[src/rtl/hcs_pkg.sv]
package hcs_pkg;

  localparam int RES_W = 12;

  // Channel code: pair index in the upper bits, sub-channel (0 = X0, 1 = X1) in bit 0
  function automatic logic [2:0] chan_code(input logic [1:0] pair, input logic sub);
    return {pair, sub};
  endfunction

  // One-hot mask for a pair index
  function automatic logic [2:0] pair_mask(input logic [1:0] pair);
    logic [2:0] m;
    m = '0;
    m[pair] = 1'b1;
    return m;
  endfunction

endpackage

[src/rtl/hcs_hold_edge.sv]
module hcs_hold_edge #(
  parameter int N = 3
) (
  input  logic         clk,
  input  logic         rst_n,
  input  logic [N-1:0] hold_n,
  output logic [N-1:0] fall
);

  logic [N-1:0] s1, s2, prev;

  for (genvar g = 0; g < N; g++) begin : g_ch
    always_ff @(posedge clk or negedge rst_n) begin
      if (!rst_n) begin
        s1[g]   <= 1'b1;
        s2[g]   <= 1'b1;
        prev[g] <= 1'b1;
      end else begin
        s1[g]   <= hold_n[g];
        s2[g]   <= s1[g];
        prev[g] <= s2[g];
      end
    end
    assign fall[g] = prev[g] & ~s2[g];
  end

endmodule

[src/rtl/hcs_pair_queue.sv]
module hcs_pair_queue #(
  parameter int N  = 3,
  parameter int PW = 2
) (
  input  logic            clk,
  input  logic            rst_n,
  input  logic [N-1:0]    push_mask,
  input  logic            pop,
  output logic            head_vld,
  output logic [PW-1:0]   head_pair,
  output logic [N-1:0]    q_vld,
  output logic [N*PW-1:0] q_pair_flat
);

  logic [PW-1:0] pr  [N];
  logic [PW-1:0] npr [N];
  logic [N-1:0]  vld, nvld;

  always_comb begin
    logic placed;
    nvld = vld;
    for (int i = 0; i < N; i++) npr[i] = pr[i];
    if (pop) begin
      for (int i = 0; i < N - 1; i++) begin
        nvld[i] = vld[i+1];
        npr[i]  = pr[i+1];
      end
      nvld[N-1] = 1'b0;
    end
    // append new pairs in fixed priority order (lowest index first)
    for (int p = 0; p < N; p++) begin
      placed = 1'b0;
      if (push_mask[p]) begin
        for (int i = 0; i < N; i++) begin
          if (!nvld[i] && !placed) begin
            nvld[i] = 1'b1;
            npr[i]  = PW'(p);
            placed  = 1'b1;
          end
        end
      end
    end
  end

  always_ff @(posedge clk or negedge rst_n) begin
    if (!rst_n) begin
      vld <= '0;
      for (int i = 0; i < N; i++) pr[i] <= '0;
    end else begin
      vld <= nvld;
      for (int i = 0; i < N; i++) pr[i] <= npr[i];
    end
  end

  assign head_vld  = vld[0];
  assign head_pair = pr[0];
  assign q_vld     = vld;
  for (genvar g = 0; g < N; g++) begin : g_flat
    assign q_pair_flat[g*PW +: PW] = pr[g];
  end

endmodule

[src/rtl/hcs_conv_timer.sv]
module hcs_conv_timer #(
  parameter int SLOT     = 16,
  parameter int BUSY_CYC = 13,
  parameter int CW       = 4
) (
  input  logic          clk,
  input  logic          rst_n,
  input  logic          start,
  output logic          ready,
  output logic          latch,
  output logic          busy_n,
  output logic [CW-1:0] cnt
);

  localparam logic [CW-1:0] LAST    = CW'(SLOT - 1);
  localparam logic [CW-1:0] LATCH_AT = CW'(BUSY_CYC - 1);
  localparam logic [CW-1:0] BUSY_END = CW'(BUSY_CYC);

  logic active;

  always_ff @(posedge clk or negedge rst_n) begin
    if (!rst_n) begin
      active <= 1'b0;
      cnt    <= '0;
    end else if (start) begin
      active <= 1'b1;
      cnt    <= '0;
    end else if (active) begin
      if (cnt == LAST) begin
        active <= 1'b0;
        cnt    <= '0;
      end else begin
        cnt <= cnt + 1'b1;
      end
    end
  end

  assign ready  = !active || (cnt == LAST);
  assign latch  = active && (cnt == LATCH_AT);
  assign busy_n = !(active && (cnt < BUSY_END));

endmodule

[src/rtl/hcs_result_emit.sv]
module hcs_result_emit
  import hcs_pkg::*;
#(
  parameter int W = RES_W
) (
  input  logic         clk,
  input  logic         rst_n,
  input  logic         latch,
  input  logic [1:0]   pair,
  input  logic [W-1:0] res_x0,
  input  logic [W-1:0] res_x1,
  output logic         wr_valid,
  output logic [2:0]   wr_tag,
  output logic [W-1:0] wr_data
);

  logic         second;
  logic [W-1:0] held_x1;
  logic [1:0]   held_pair;

  always_ff @(posedge clk or negedge rst_n) begin
    if (!rst_n) begin
      second    <= 1'b0;
      held_x1   <= '0;
      held_pair <= '0;
      wr_valid  <= 1'b0;
      wr_tag    <= '0;
      wr_data   <= '0;
    end else if (latch) begin
      second    <= 1'b1;
      held_x1   <= res_x1;
      held_pair <= pair;
      wr_valid  <= 1'b1;
      wr_tag    <= chan_code(pair, 1'b0);
      wr_data   <= res_x0;
    end else if (second) begin
      second   <= 1'b0;
      wr_valid <= 1'b1;
      wr_tag   <= chan_code(held_pair, 1'b1);
      wr_data  <= held_x1;
    end else begin
      wr_valid <= 1'b0;
      wr_tag   <= '0;
      wr_data  <= '0;
    end
  end

endmodule

[src/rtl/hold_conv_sched.sv]
module hold_conv_sched
  import hcs_pkg::*;
#(
  parameter int N_PAIRS  = 3,
  parameter int SLOT     = 16,
  parameter int BUSY_CYC = 13
) (
  input  logic             clk,
  input  logic             rst_n,
  input  logic [2:0]       hold_n,
  input  logic [RES_W-1:0] res_x0,
  input  logic [RES_W-1:0] res_x1,
  output logic             busy_n,
  output logic [3:0]       conv_cnt,
  output logic             wr_valid,
  output logic [2:0]       wr_tag,
  output logic [RES_W-1:0] wr_data
);

  localparam int PW = 2;
  localparam int CW = $clog2(SLOT);

  // named internal events (observed by the bound checker)
  logic [N_PAIRS-1:0]    fall_w;
  logic [N_PAIRS-1:0]    accept_w;
  logic [N_PAIRS-1:0]    pending;
  logic [N_PAIRS-1:0]    q_vld;
  logic [N_PAIRS*PW-1:0] q_pair_flat;
  logic                  head_vld;
  logic [PW-1:0]         head_pair;
  logic                  ready_w, start_w, latch_w;
  logic [PW-1:0]         cur_pair;
  logic [CW-1:0]         cnt_w;

  hcs_hold_edge #(.N(N_PAIRS)) u_edge (
    .clk(clk), .rst_n(rst_n), .hold_n(hold_n[N_PAIRS-1:0]), .fall(fall_w)
  );

  assign accept_w = fall_w & ~pending;

  hcs_pair_queue #(.N(N_PAIRS), .PW(PW)) u_queue (
    .clk(clk), .rst_n(rst_n), .push_mask(accept_w), .pop(start_w),
    .head_vld(head_vld), .head_pair(head_pair),
    .q_vld(q_vld), .q_pair_flat(q_pair_flat)
  );

  hcs_conv_timer #(.SLOT(SLOT), .BUSY_CYC(BUSY_CYC), .CW(CW)) u_timer (
    .clk(clk), .rst_n(rst_n), .start(start_w), .ready(ready_w),
    .latch(latch_w), .busy_n(busy_n), .cnt(cnt_w)
  );

  assign start_w = ready_w && head_vld;

  always_ff @(posedge clk or negedge rst_n) begin
    if (!rst_n) begin
      cur_pair <= '0;
      pending  <= '0;
    end else begin
      if (start_w) cur_pair <= head_pair;
      pending <= (pending | accept_w)
               & ~(latch_w ? pair_mask(cur_pair) : 3'b000);
    end
  end

  hcs_result_emit #(.W(RES_W)) u_emit (
    .clk(clk), .rst_n(rst_n), .latch(latch_w), .pair(cur_pair),
    .res_x0(res_x0), .res_x1(res_x1),
    .wr_valid(wr_valid), .wr_tag(wr_tag), .wr_data(wr_data)
  );

  assign conv_cnt = 4'(cnt_w);

endmodule

[config.mk]
export PLATFORM = sky130hd
export DESIGN_NAME = hold_conv_sched
export DESIGN_NICKNAME = d
export VERILOG_FILES = /design/src/rtl/hcs_pkg.sv /design/src/rtl/hcs_hold_edge.sv /design/src/rtl/hcs_pair_queue.sv /design/src/rtl/hcs_conv_timer.sv /design/src/rtl/hcs_result_emit.sv /design/src/rtl/hold_conv_sched.sv
export SDC_FILE = /design/constraint.sdc
export NUM_CORES = 1
export LEC_CHECK = 0
export BUFFER_PORTS_ARGS = -buffer_cell sky130_fd_sc_hd__buf_2
export CAP_MARGIN = 20
export CORE_UTILIZATION = 45
export CTS_CLUSTER_SIZE = 30
export DETAILED_ROUTE_END_ITERATION = 8
export GPL_TIMING_DRIVEN = 1
export HOLD_SLACK_MARGIN = 0.1
export PLACE_DENSITY = 0.78
export SYNTH_ARGS = -nofsm -noshare
export SYNTH_HDL_FRONTEND = slang
export SYNTH_SLANG_ARGS = --single-unit
[constraint.sdc]
create_clock -name clk -period 2.3 [get_ports clk]
set_clock_uncertainty 0.1 [all_clocks]
set_input_delay 0.46 -clock clk [delete_from_list [all_inputs] [get_ports clk]]
set_output_delay 0.46 -clock clk [all_outputs]
set_load 0.1 [all_outputs]
=== Word level (Yosys, flattened, before mapping) ===
Cells that the tools add are included.

* Logic and storage cells: 117
* Register bits after elaboration: 59
* Input bits: 29
* Output and inout bits: 21

* $lt $le $gt $ge: 3
* Mux-type cells: 51
* Bitwise gates (word level): 11
* Reductions and logical operators: 26
* Eq/ne operators: 2
* $add $sub $neg: 1

{| class="wikitable"
|+ Operators with widths
! kind !! number
|-
| $mux W1 || 25
|-
| $mux W12 || 2
|-
| $mux W3 || 7
|-
| $mux W2 || 9
|-
| $mux W6 || 3
|-
| $mux W4 || 4
|-
| $logic_not A1 Y1 || 14
|-
| $logic_and A1 B1 Y1 || 10
|-
| $eq A4 B4 Y1 const B || 2
|-
| $and A3 B3 Y3 || 2
|-
| $not A3 Y3 || 2
|-
| $add A4 B1 Y4 const B || 1
|-
| $lt A4 B4 Y1 const B || 1
|-
| $and A1 B1 Y1 || 3
|-
| $lt A2 B3 Y1 const B || 1
|-
| $not A1 Y1 || 3
|-
| $or A3 B3 Y3 || 1
|-
| $demux W1 S2 || 1
|-
| $ge A2 B1 Y1 const B || 1
|-
| $reduce_bool A2 Y1 || 1
|-
| $logic_or A1 B1 Y1 || 1
|}

=== Depth between registers and ports, before layout ===
Gate-level depths: netlist (run 1).

* Depth after elaboration: 34
* Mapped depth: 7
* Depth with buffers taken out: 6

=== Hierarchy ===
A second synthesis (run 1) with hierarchy kept.

* Cells, all modules: 191
* Area, all modules: 2583.7 um^2

{| class="wikitable"
|+ By module, submodules not included
! module !! seq. area each (um^2) !! cells each !! times used !! area an instance (um^2)
|-
| hcs_result_emit || 775.7 || 67 || 1 || 1162.4
|-
| hcs_pair_queue || 225.2 || 66 || 1 || 640.6
|-
| hcs_conv_timer || 125.1 || 28 || 1 || 291.5
|-
| hcs_hold_edge || 236.5 || 12 || 1 || 277.8
|-
| hold_conv_sched || 125.1 || 18 || 1 || 211.5
|}

=== Worst setup path before layout (run 1) ===
No wires, ideal clock.

* Kind: register to output
* Start point: register u_timer.cnt[0]
* End point: output port busy_n
* Cell stages (with the launch flop): 4
* Path buffers: 0
* Required time: 1.740 ns
* Setup slack: -1.722 ns
* Data arrival time: 3.462 ns
* Cells stage by stage: dfrtp_1 -> inv_1 -> ha_1 -> o21ai_0

* Longest elaborated chain between the ends: 3

{| class="wikitable"
|+ RTL lines
! element !! line !! RTL
|-
| from (decl) || hcs_conv_timer.sv:12 || <nowiki>output logic [CW-1:0] cnt</nowiki>
|-
| from (signal assigned) || hcs_conv_timer.sv:33 || <nowiki>cnt <= cnt + 1'b1;</nowiki>
|-
| $lt A4 B4 Y1 || hcs_conv_timer.sv:40 || <nowiki>assign busy_n = !(active && (cnt < BUSY_END));</nowiki>
|-
| $logic_and A1 B1 Y1 || hcs_conv_timer.sv:40 ||
|-
| $logic_not A1 Y1 || hcs_conv_timer.sv:40 ||
|-
| to (decl) || hold_conv_sched.sv:13 || <nowiki>output logic busy_n,</nowiki>
|}

Every way passes these cells.

=== Worst setup path after layout (run 1) ===
Same ends and word-level chain as after synthesis.

==> impl_metrics.json, run 1 <==
{
  "p_total_uw": 4250,
  "cts_tree": "yes",
  "ir_drop_mv": 0.729,
  "drt-pass1-iter-count": 4,
  "post-route-period-util": 0.949,
  "first_iter_violations": 156,
  "synth_nets": 291,
  "grt_pass1_vias": 1944,
  "path_cells": "inv_1 -> ha_1 -> o21ai_4 -> buf_2",
  "hp-class": "input pin to flop",
  "yosys_warnings": 0,
  "timing.setup.tns_ns": 0,
  "antenna_cells": 0,
  "io_pins": 50,
  "hold_viol_final": 0,
  "end_kind": "primary output",
  "synth-seq-cells": 59,
  "grt_max_degree": 40,
  "dpl-instance-area_um2": 2920,
  "core-area_um2": 5540,
  "synth_cell_types": 55,
  "setup.worst_path.class": "flop to primary output",
  "dp_hpwl_mm": 3.57,
  "ys.flop_type": "dfrtp_1",
  "worst_slew_pin_slew_ns": 0.496,
  "synthesis.area_um2": 2600,
  "final_area_um2": 3150,
  "outcome": "complete, no violations",
  "wl_per_cell_um": 13.2,
  "cts.sinks": 59,
  "fill_cells": 491,
  "grt_usage": 0.190,
  "ys_seq_area_frac": 0.573,
  "die_h_um": 78.0,
  "drv_cap": 0,
  "cp_slowest_stage_delay_ns": 0.43,
  "port_buffers": 49,
  "routed_wirelength_mm": 5.15,
  "fmax_mhz": 458,
  "area_delta_synth_final_pct": 21.1,
  "vias": 2013,
  "fin_nets": 343,
  "maxSlewViolCount": 0,
  "drive_above_1_share": 0.309,
  "crit_arrival_ns": 1.62,
  "synth_edf_count": 0,
  "avgSynthCellArea_um2": 9.99,
  "ant_nets": 0,
  "rsz0062_at_grt": "no",
  "rrSetupSlack_ns": 0.28,
  "htreeDepth": 3,
  "p_leak_uw": 0.00162,
  "cts.reportedPaths.clkPinSlew_ns": 0.06,
  "fin_crit_ns": 2.18,
  "drcViolationCount": 0,
  "max_slew_margin": 0.671,
  "async_flop_share": 1.00,
  "cts_buffers": 9,
  "gr-total-overflow": 0,
  "floorplan.initialDensity": 0.469,
  "p_per_area_nw_per_um2": 1350,
  "row_count": 27,
  "routabilityCongestion": 0.899,
  "root_buffer": "clkbuf_8",
  "clock_path_buffers": 2,
  "die_area_um2": 6080,
  "grt_first_pass_wirelength_mm": 8.79,
  "clk_latency_ns": 0.34,
  "syn_inst": 260,
  "antenna_found_initial": 0,
  "cp_slowest_cell": "buf_2",
  "viasPerCell": 5.17,
  "startpoint_type": "flop",
  "chipWidth_um": 78.0,
  "finalSetupViolations": 0,
  "critical_path.max_fanout": 5,
  "crit_required_ns": 1.74,
  "cts_resized": 0
}
stage by stage:
step	util	hold WS, ns	cells	setup WS [ns]
after detailed placement	0.528	0.247	372	0.302
after global routing	0.568	0.104	389	0.0557
after global placement	0.528	0.246	372	0.384
after floorplan	-	0.0644	260	0.102
after CTS	0.568	0.107	389	0.0937
final	0.568	0.123	389	0.116
where the power goes:
part	switching, uW	internal (uW)
Combinational	1180	435
Clock	398	585
Sequential	291	1360
Total	1870	2380
cell usage in the layout, fill, tap and decap left out, types with 2 or more instances in the layout:
master    netlist  layout
nand2b_1        6       6
inv_1           5       5
a22oi_1         2       2
dfrtp_2         0       4
nand2_1        78      78
buf_4           1       4
clkbuf_8        0      12
or3b_1          2       2
o21ai_0         9       8
ha_1            2       2
nand3_1        17      17
o21bai_1        2       2
nand4_1         3       3
mux2_2          3       3
dfrtp_1        50      46
dfstp_2         9       9
buf_2           4      49
nor4_1          2       2
clkinv_2        1       3
a21oi_1        10      10
mux2i_1         5       5
nor3b_2         2       2
nor2_1          7       7
o21ai_4         1       2
critical path: cells and delay by family, from the launching register on:
kind	cells	cell delay, ns
buffers and inverters	2	0.50
DFF	1	0.39
adders and majority gates	1	0.25
AOI/OAI and AO/OA	1	0.15
registers in the layout (all words and copies together), names as in the netlist:
| signal | cells |
|---|---|
| u_emit.wr_valid | 1 |
| u_queue.q_vld | 3 |
| u_edge.s2 | 3 |
| u_edge.prev | 3 |
| u_emit.held_x1 | 12 |
| u_queue.q_pair_flat | 4 |
| u_emit.second | 1 |
| pending | 3 |
| u_emit.wr_data | 12 |
| u_emit.wr_tag | 3 |
| cur_pair | 2 |
| u_emit.held_pair | 2 |
| u_timer.active | 1 |
| u_queue.head_pair | 2 |
| u_timer.cnt | 4 |
| u_edge.s1 | 3 |
per-layer routing:
metal  track usage  routed length, um
met1         0.238               2210
met2         0.304               2530
met3        0.0647                350
met4        0.0704                 65
met5             0                  0
cell families after synthesis:
group	count (synthesis)	share of synthesized area
and+or+nand+nor	125	0.224
DFF	59	0.573
AOI/OAI and AO/OA	42	0.112
buffers and inverters	22	0.0414
muxes	8	0.0323
adders and majority gates	3	0.0140
xor gates and xnor gates	1	0.00337
what timing repair did:
action | 4_1_cts | 5_1_grt
endpoints found under the hold margin | 20 | 0
buffers inserted | 0 | 0
endpoints found under the setup margin | 0 | 0
hold buffers | 1 | 0
cell usage after synthesis, drive strengths merged (5+ instances only):
| cell type | n | area share |
|---|---|---|
| nand2 | 78 | 0.11 |
| nand3 | 17 | 0.033 |
| dfrtp | 50 | 0.48 |
| a21oi | 10 | 0.019 |
| dfstp | 9 | 0.091 |
| o21ai | 11 | 0.026 |
| mux2i | 5 | 0.019 |
| nand2b | 6 | 0.014 |
| clkbuf | 5 | 0.0072 |
| inv | 6 | 0.0087 |
| nor2 | 7 | 0.010 |
| buf | 9 | 0.022 |
final timing paths:
| kind | from | end | depth (start not counted) |
|---|---|---|---|
| min reg2reg | u_edge.s1[0]$_DFF_PN1_ | u_edge.s2[0]$_DFF_PN1_ | 0 |
| min | hold_n[1] | u_edge.s1[1]$_DFF_PN1_ | 1 |
| max in group asynchronous | rst_n | u_edge.s2[1]$_DFF_PN1_ | 3 |
| min in group asynchronous | rst_n | u_queue.head_pair[1]$_DFF_PN0_ | 2 |
| max reg2reg | u_timer.cnt[0]$_DFFE_PN0P_ | u_queue.q_pair_flat[5]$_DFF_PN0_ | 6 |
| max | u_timer.cnt[0]$_DFFE_PN0P_ | busy_n | 4 |
final cells by class:
cell class	count	area [um2]	area share
clock buffers	12	165	0.0525
flip-flops and latches	59	1490	0.475
repair buffers	55	305	0.0971
well taps	72	90.1	0.0286
inverters	8	31.3	0.00994
clock inverters	4	47.5	0.0151
multi-input cells	179	1010	0.322
No activity file was read; power rests on OpenSTA's default activity.
==> run 2: changes to the inputs <==
- PLACE_DENSITY: 0.78 -> 0.67
==> run 2 against run 1 <==
Cell count grew 0.77%. Utilization grew 0.79 points. Hold slack gained 0.075 ns. Register-to-register slack gained 0.04 ns. Cell area grew 1.4%. Routed wire length grew 1.6%. Highest routed layer unchanged.
==> impl_metrics.json, run 2 (synthesis gave the netlist of run 1 again) <==
{
  "vias": 2041,
  "power.share.sequential": 0.375,
  "viasPerCell": 5.21,
  "hp-class": "input pin to flop",
  "finalSetupViolations": 0,
  "fin_crit_ns": 2.18,
  "pwr-share-comb": 0.380,
  "holdWs_ns": 0.198,
  "area_delta_synth_final_pct": 22.8,
  "worst_slew_pin_slew_ns": 0.527,
  "drive_above_1_share": 0.306,
  "p_switching_uw": 1900,
  "cp_slowest_stage_delay_ns": 0.43,
  "io_pins": 50,
  "routabilityCongestion": 0.919,
  "critical_path.max_fanout": 5,
  "max_slew_margin": 0.648,
  "antenna_cells": 0,
  "crit_family": "buffers and inverters",
  "cp_slowest_cell": "buf_2",
  "finalNonFillerCells": 392,
  "grt_first_pass_wirelength_mm": 9.03,
  "path_cells": "inv_1 -> ha_1 -> o21ai_4 -> buf_2",
  "final_common_cell": "nand2_1",
  "cts_resized": 0,
  "routed_wirelength_mm": 5.23,
  "root_buffer": "clkbuf_8",
  "path_buf_inv": 2,
  "rsz0062_at_grt": "no",
  "row_count": 27,
  "drt-pass1-iter-count": 4,
  "fill_cells": 496,
  "gr-total-overflow": 0,
  "p_leak_uw": 0.00163,
  "reg2reg_to": "u_queue.q_pair_flat[5]$_DFF_PN0_",
  "clock_path_buffers": 2,
  "first_iter_violations": 134,
  "drv_cap": 0,
  "startpoint_type": "flop",
  "floorplan.initialDensity": 0.469,
  "chipWidth_um": 78.0,
  "drcViolationCount": 0,
  "r2r_start": "u_timer.cnt[0]$_DFFE_PN0P_",
  "grt_usage": 0.197,
  "hold_viol_final": 0,
  "worst_r2r_path_depth": 6,
  "cts_buffers": 9,
  "wl_per_cell_um": 13.3,
  "p_per_area_nw_per_um2": 1360,
  "post-route-period-util": 0.948,
  "end_kind": "primary output",
  "grt_max_degree": 39,
  "cp-endpoint": "busy_n",
  "cts_tree": "yes",
  "timing.setup.tns_ns": 0,
  "p_int_uw": 2440,
  "die_h_um": 78.0,
  "rrSetupSlack_ns": 0.32,
  "dp.cells": 372,
  "ant_nets": 0,
  "htreeDepth": 3,
  "port_buffers": 49,
  "fin_nets": 346,
  "setup.worst_path.class": "flop to primary output",
  "swShare": 0.438,
  "path_depth": 4,
  "crit_start": "u_timer.cnt[0]$_DFFE_PN0P_",
  "crit_required_ns": 1.74,
  "layout_common_cells": "nand2_1, buf_2, dfrtp_1",
  "outcome": "complete, no violations",
  "clk_latency_ns": 0.34,
  "reg_top3": "u_emit.held_x1: 12 flops, u_emit.wr_data: 12 flops",
  "antenna_found_initial": 0,
  "grt_pass1_vias": 1960,
  "ir_drop_mv": 0.857,
  "maxSlewViolCount": 0,
  "die_area_um2": 6080,
  "crit_arrival_ns": 1.62,
  "pwr-share-clk": 0.246,
  "cts.reportedPaths.clkPinSlew_ns": 0.08,
  "cts.sinks": 59,
  "dp_hpwl_mm": 3.54,
  "fmax_mhz": 459,
  "core-area_um2": 5540
}
[run 2: cell count changes in the layout (fill, tap and decap cells not counted), sizes merged]
cell | before | now
dlygate4sd3 | 1 | 4
clkbuf | 12 | 10
bufinv | 1 | 2
clkinvlp | 1 | 2
[run 2: power by group through the flow]
stage               logic (uW)  registers (uW)  clock network [uW]
floorplan                  845            2120                   0
global placement          1630            1630                   0
detailed placement        1650            1640                   0
CTS                       1650            1630                1100
global route              1790            1680                1140
finish                    1650            1630                1070
[run 2: worst min-delay path by stage]
stage	from	endpoint	slack, ns	cells after the start
after detailed placement	u_edge.s1[0]$_DFF_PN1_	u_edge.s2[0]$_DFF_PN1_	0.25	0
after global placement	u_edge.s1[2]$_DFF_PN1_	u_edge.s2[2]$_DFF_PN1_	0.25	0
after floorplan	rst_n	cur_pair[0]$_DFFE_PN0P_	0.06	0
after CTS	res_x0[6]	u_emit.wr_data[6]$_DFF_PN0_	0.18	3
final	res_x0[6]	u_emit.wr_data[6]$_DFF_PN0_	0.20	3
after global routing	res_x0[3]	u_emit.wr_data[3]$_DFF_PN0_	0.20	3
[run 2: layout make-up]
class,count,area (um2),area share
inverter,8,31.3,0.00981
clock buffer,10,138,0.0432
tap,72,90.1,0.0282
multi-input combinational,179,1010,0.318
timing repair buffer,58,335,0.105
clock inverter,6,88.8,0.0279
sequential,59,1490,0.468
[run 2: per-stage QoR]
step           utilization  total power, uW  instance area [um2]  setup slack, ns
2_1_floorplan            -             2960                 2610            0.102
3_3_place_gp         0.528             3260                 2920            0.390
3_5_place_dp         0.528             3290                 2920            0.352
4_1_cts              0.576             4380                 3190           0.0912
5_1_grt              0.576             4610                 3190           0.0414
6_report             0.576             4340                 3190            0.119
[run 2: routing by layer]
metal  track usage  wire length, um  vias to the layer above
met5             0                0                        -
met4         0.100              148                        0
met3        0.0553              286                       14
met2         0.301             2390                       62
met1         0.256             2410                      970
li1              -                -                      995
[run 2: worst register-to-register path: stages (launching register included)]
cell and delay, ns:
dfrtp_2 0.40, ha_1 0.31, and3_4 0.27, o21ai_4 0.11, a221o_1 0.39, nor4_2 0.19
a31o_1 0.14
[run 2: timing repair]
| action | 4_1_cts | 5_1_grt |
|---|---|---|
| buffers inserted | 0 | 0 |
| hold endpoints to repair | 24 | 0 |
| hold buffers | 4 | 0 |
==> run 3: changes to the inputs <==
- BUFFER_PORTS_ARGS: -buffer_cell sky130_fd_sc_hd__buf_2 -> unset
- DONT_BUFFER_PORTS: unset -> 1
- PLACE_DENSITY: 0.67 -> unset
==> run 3 against run 2 <==
Highest routed layer unchanged. Count of clock-buffer cells in the layout rose by 2. Cell count fell by 6.9%. Non-clock buffer count fell by 27. Sequential share of layout area rose by 0.88 points. Largest cell class unchanged. Routed wire length fell by 2.9%. Critical path depth rose by 2. Cell area fell by 1.8%. Sequential cell count did not move. Sequential power barely moved. Setup slack improved by 0.18 ns.
==> impl_metrics.json, run 3 (synthesis gave the netlist of run 1 again) <==
{
  "p_leak_uw": 0.00154,
  "reg_top3": "u_emit.held_x1: 12 flops, u_emit.wr_data: 12 flops",
  "p_switching_uw": 1860,
  "max_slew_margin": 0.690,
  "floorplan.initialDensity": 0.469,
  "crit_family": "compound AO/OA/AOI/OAI gates",
  "path_depth": 6,
  "cts.reportedPaths.clkPinSlew_ns": 0.07,
  "grt_pass1_vias": 1757,
  "hold_depth": 2,
  "grt_max_degree": 60,
  "antenna_found_initial": 0,
  "port_buffers": 0,
  "wl_per_cell_um": 13.9,
  "crit_arrival_ns": 2.11,
  "met3_length_um": 271,
  "r2r_start": "u_timer.cnt[0]$_DFFE_PN0P_",
  "cts.sinks": 59,
  "ir_drop_mv": 0.733,
  "io_pins": 50,
  "post-cts-setup-buffers": 0,
  "maxSlewViolCount": 0,
  "pwr-share-comb": 0.381,
  "hold_viol_final": 0,
  "fmax_mhz": 501,
  "swShare": 0.424,
  "power.share.sequential": 0.378,
  "die_area_um2": 6080,
  "routed_wirelength_mm": 5.08,
  "finalSetupViolations": 0,
  "die_h_um": 78.0,
  "top_layer": "met4",
  "dp_hpwl_mm": 3.39,
  "viasPerCell": 5.17,
  "drive_above_1_share": 0.239,
  "routabilityCongestion": 0.843,
  "wl_met1_mm": 2.38,
  "hp-class": "input pin to flop",
  "drcViolationCount": 0,
  "core-area_um2": 5540,
  "dr_wl_met2_mm": 2.35,
  "critical_path.max_fanout": 8,
  "root_buffer": "clkbuf_8",
  "cp_slowest_cell": "a221o_1",
  "grt_first_pass_wirelength_mm": 8.49,
  "first_iter_violations": 89,
  "finalNonFillerCells": 365,
  "crit_required_ns": 2.41,
  "p_int_uw": 2520,
  "fin_crit_ns": 2.00,
  "row_count": 27,
  "setup.worst_path.class": "flop to flop",
  "p_per_area_nw_per_um2": 1400,
  "post-route-period-util": 0.868,
  "final_common_cell": "nand2_1",
  "path_cells": "ha_1 -> and3_4 -> o21ai_4 -> a221o_1 -> nor4_2 -> a31oi_1",
  "path_buf_inv": 0,
  "antenna_cells": 0,
  "chipWidth_um": 78.0,
  "end_kind": "flop",
  "startpoint_type": "flop",
  "worst_r2r_path_depth": 6,
  "cp_slowest_stage_delay_ns": 0.41,
  "timing.setup.tns_ns": 0,
  "drt-pass1-iter-count": 5,
  "worst_slew_pin_slew_ns": 0.465,
  "pwr-share-clk": 0.242,
  "area_delta_synth_final_pct": 20.5,
  "gr-total-overflow": 0,
  "hold_start": "res_x0[10]",
  "rsz0062_at_grt": "no",
  "cts_buffers": 9,
  "layout_common_cells": "nand2_1, dfrtp_1, buf_4",
  "grt_usage": 0.188,
  "vias": 1888,
  "htreeDepth": 3,
  "dp.cells": 344,
  "cts_tree": "yes",
  "crit_start": "u_timer.cnt[0]$_DFFE_PN0P_",
  "clock_path_buffers": 2,
  "fin_nets": 319,
  "outcome": "complete, no violations",
  "clk_latency_ns": 0.33,
  "ant_nets": 0,
  "drv_cap": 0
}
run 3: cell types whose count changed in the layout (fill, tap and decap cells not counted):
| cell | previous run | this run |
|---|---|---|
| buf_16 | 0 | 1 |
| buf_2 | 49 | 0 |
| clkinvlp_4 | 2 | 1 |
| buf_4 | 4 | 25 |
| clkinv_4 | 1 | 0 |
| clkbuf_8 | 10 | 11 |
| clkbuf_1 | 0 | 1 |
run 3: layout make-up:
cell class	count	area (um2)
sequential	59	1490
timing repair buffer	31	275
multi-input combinational	179	1010
clock inverter	4	72.6
fill	495	2410
inverter	8	31.3
tap	72	90.1
clock buffer	12	155
run 3: final timing paths:
path                                                          to  slack [ns]
worst max-delay path            u_queue.q_pair_flat[4]$_DFF_PN0_        0.30
worst min-delay path                u_emit.wr_data[10]$_DFF_PN0_        0.13
worst max register to register  u_queue.q_pair_flat[4]$_DFF_PN0_        0.30
worst min register to register            u_edge.s2[1]$_DFF_PN1_        0.26
max in group asynchronous               u_edge.prev[1]$_DFF_PN1_        1.24
min in group asynchronous             u_timer.cnt[1]$_DFFE_PN0P_        0.56
run 3: power by group through the flow:
stage,logic (uW),clock network [uW],registers [uW]
2_1_floorplan,845,0,2120
3_3_place_gp,1630,0,1660
3_5_place_dp,1640,0,1670
4_1_cts,1680,1090,1650
5_1_grt,1800,1130,1700
6_report,1670,1060,1660
run 3: metrics by stage:
stage	instance area [um2]	total power, uW	hold WS (ns)	util	worst slack [ns]
2_1_floorplan	2610	2960	0.0644	-	0.102
3_3_place_gp	2840	3300	0.0659	0.512	0.349
3_5_place_dp	2840	3310	0.0660	0.512	0.332
4_1_cts	3130	4420	0.113	0.565	0.299
5_1_grt	3130	4630	0.114	0.565	0.172
6_report	3130	4380	0.130	0.565	0.304
run 3: timing repair:
| item | in CTS | in global routing |
|---|---|---|
| gates resized for setup | 0 | 0 |
| endpoints found under the hold margin | 62 | 0 |
| hold buffers | 5 | 0 |
| endpoints found under the setup margin | 0 | 0 |
run 3: per-layer routing:
metal / vias up / global-route usage
met5: - / 0
met3: 7 / 0.0541
met4: 0 / 0.106
li1: 944 / -
met2: 61 / 0.266
met1: 876 / 0.259
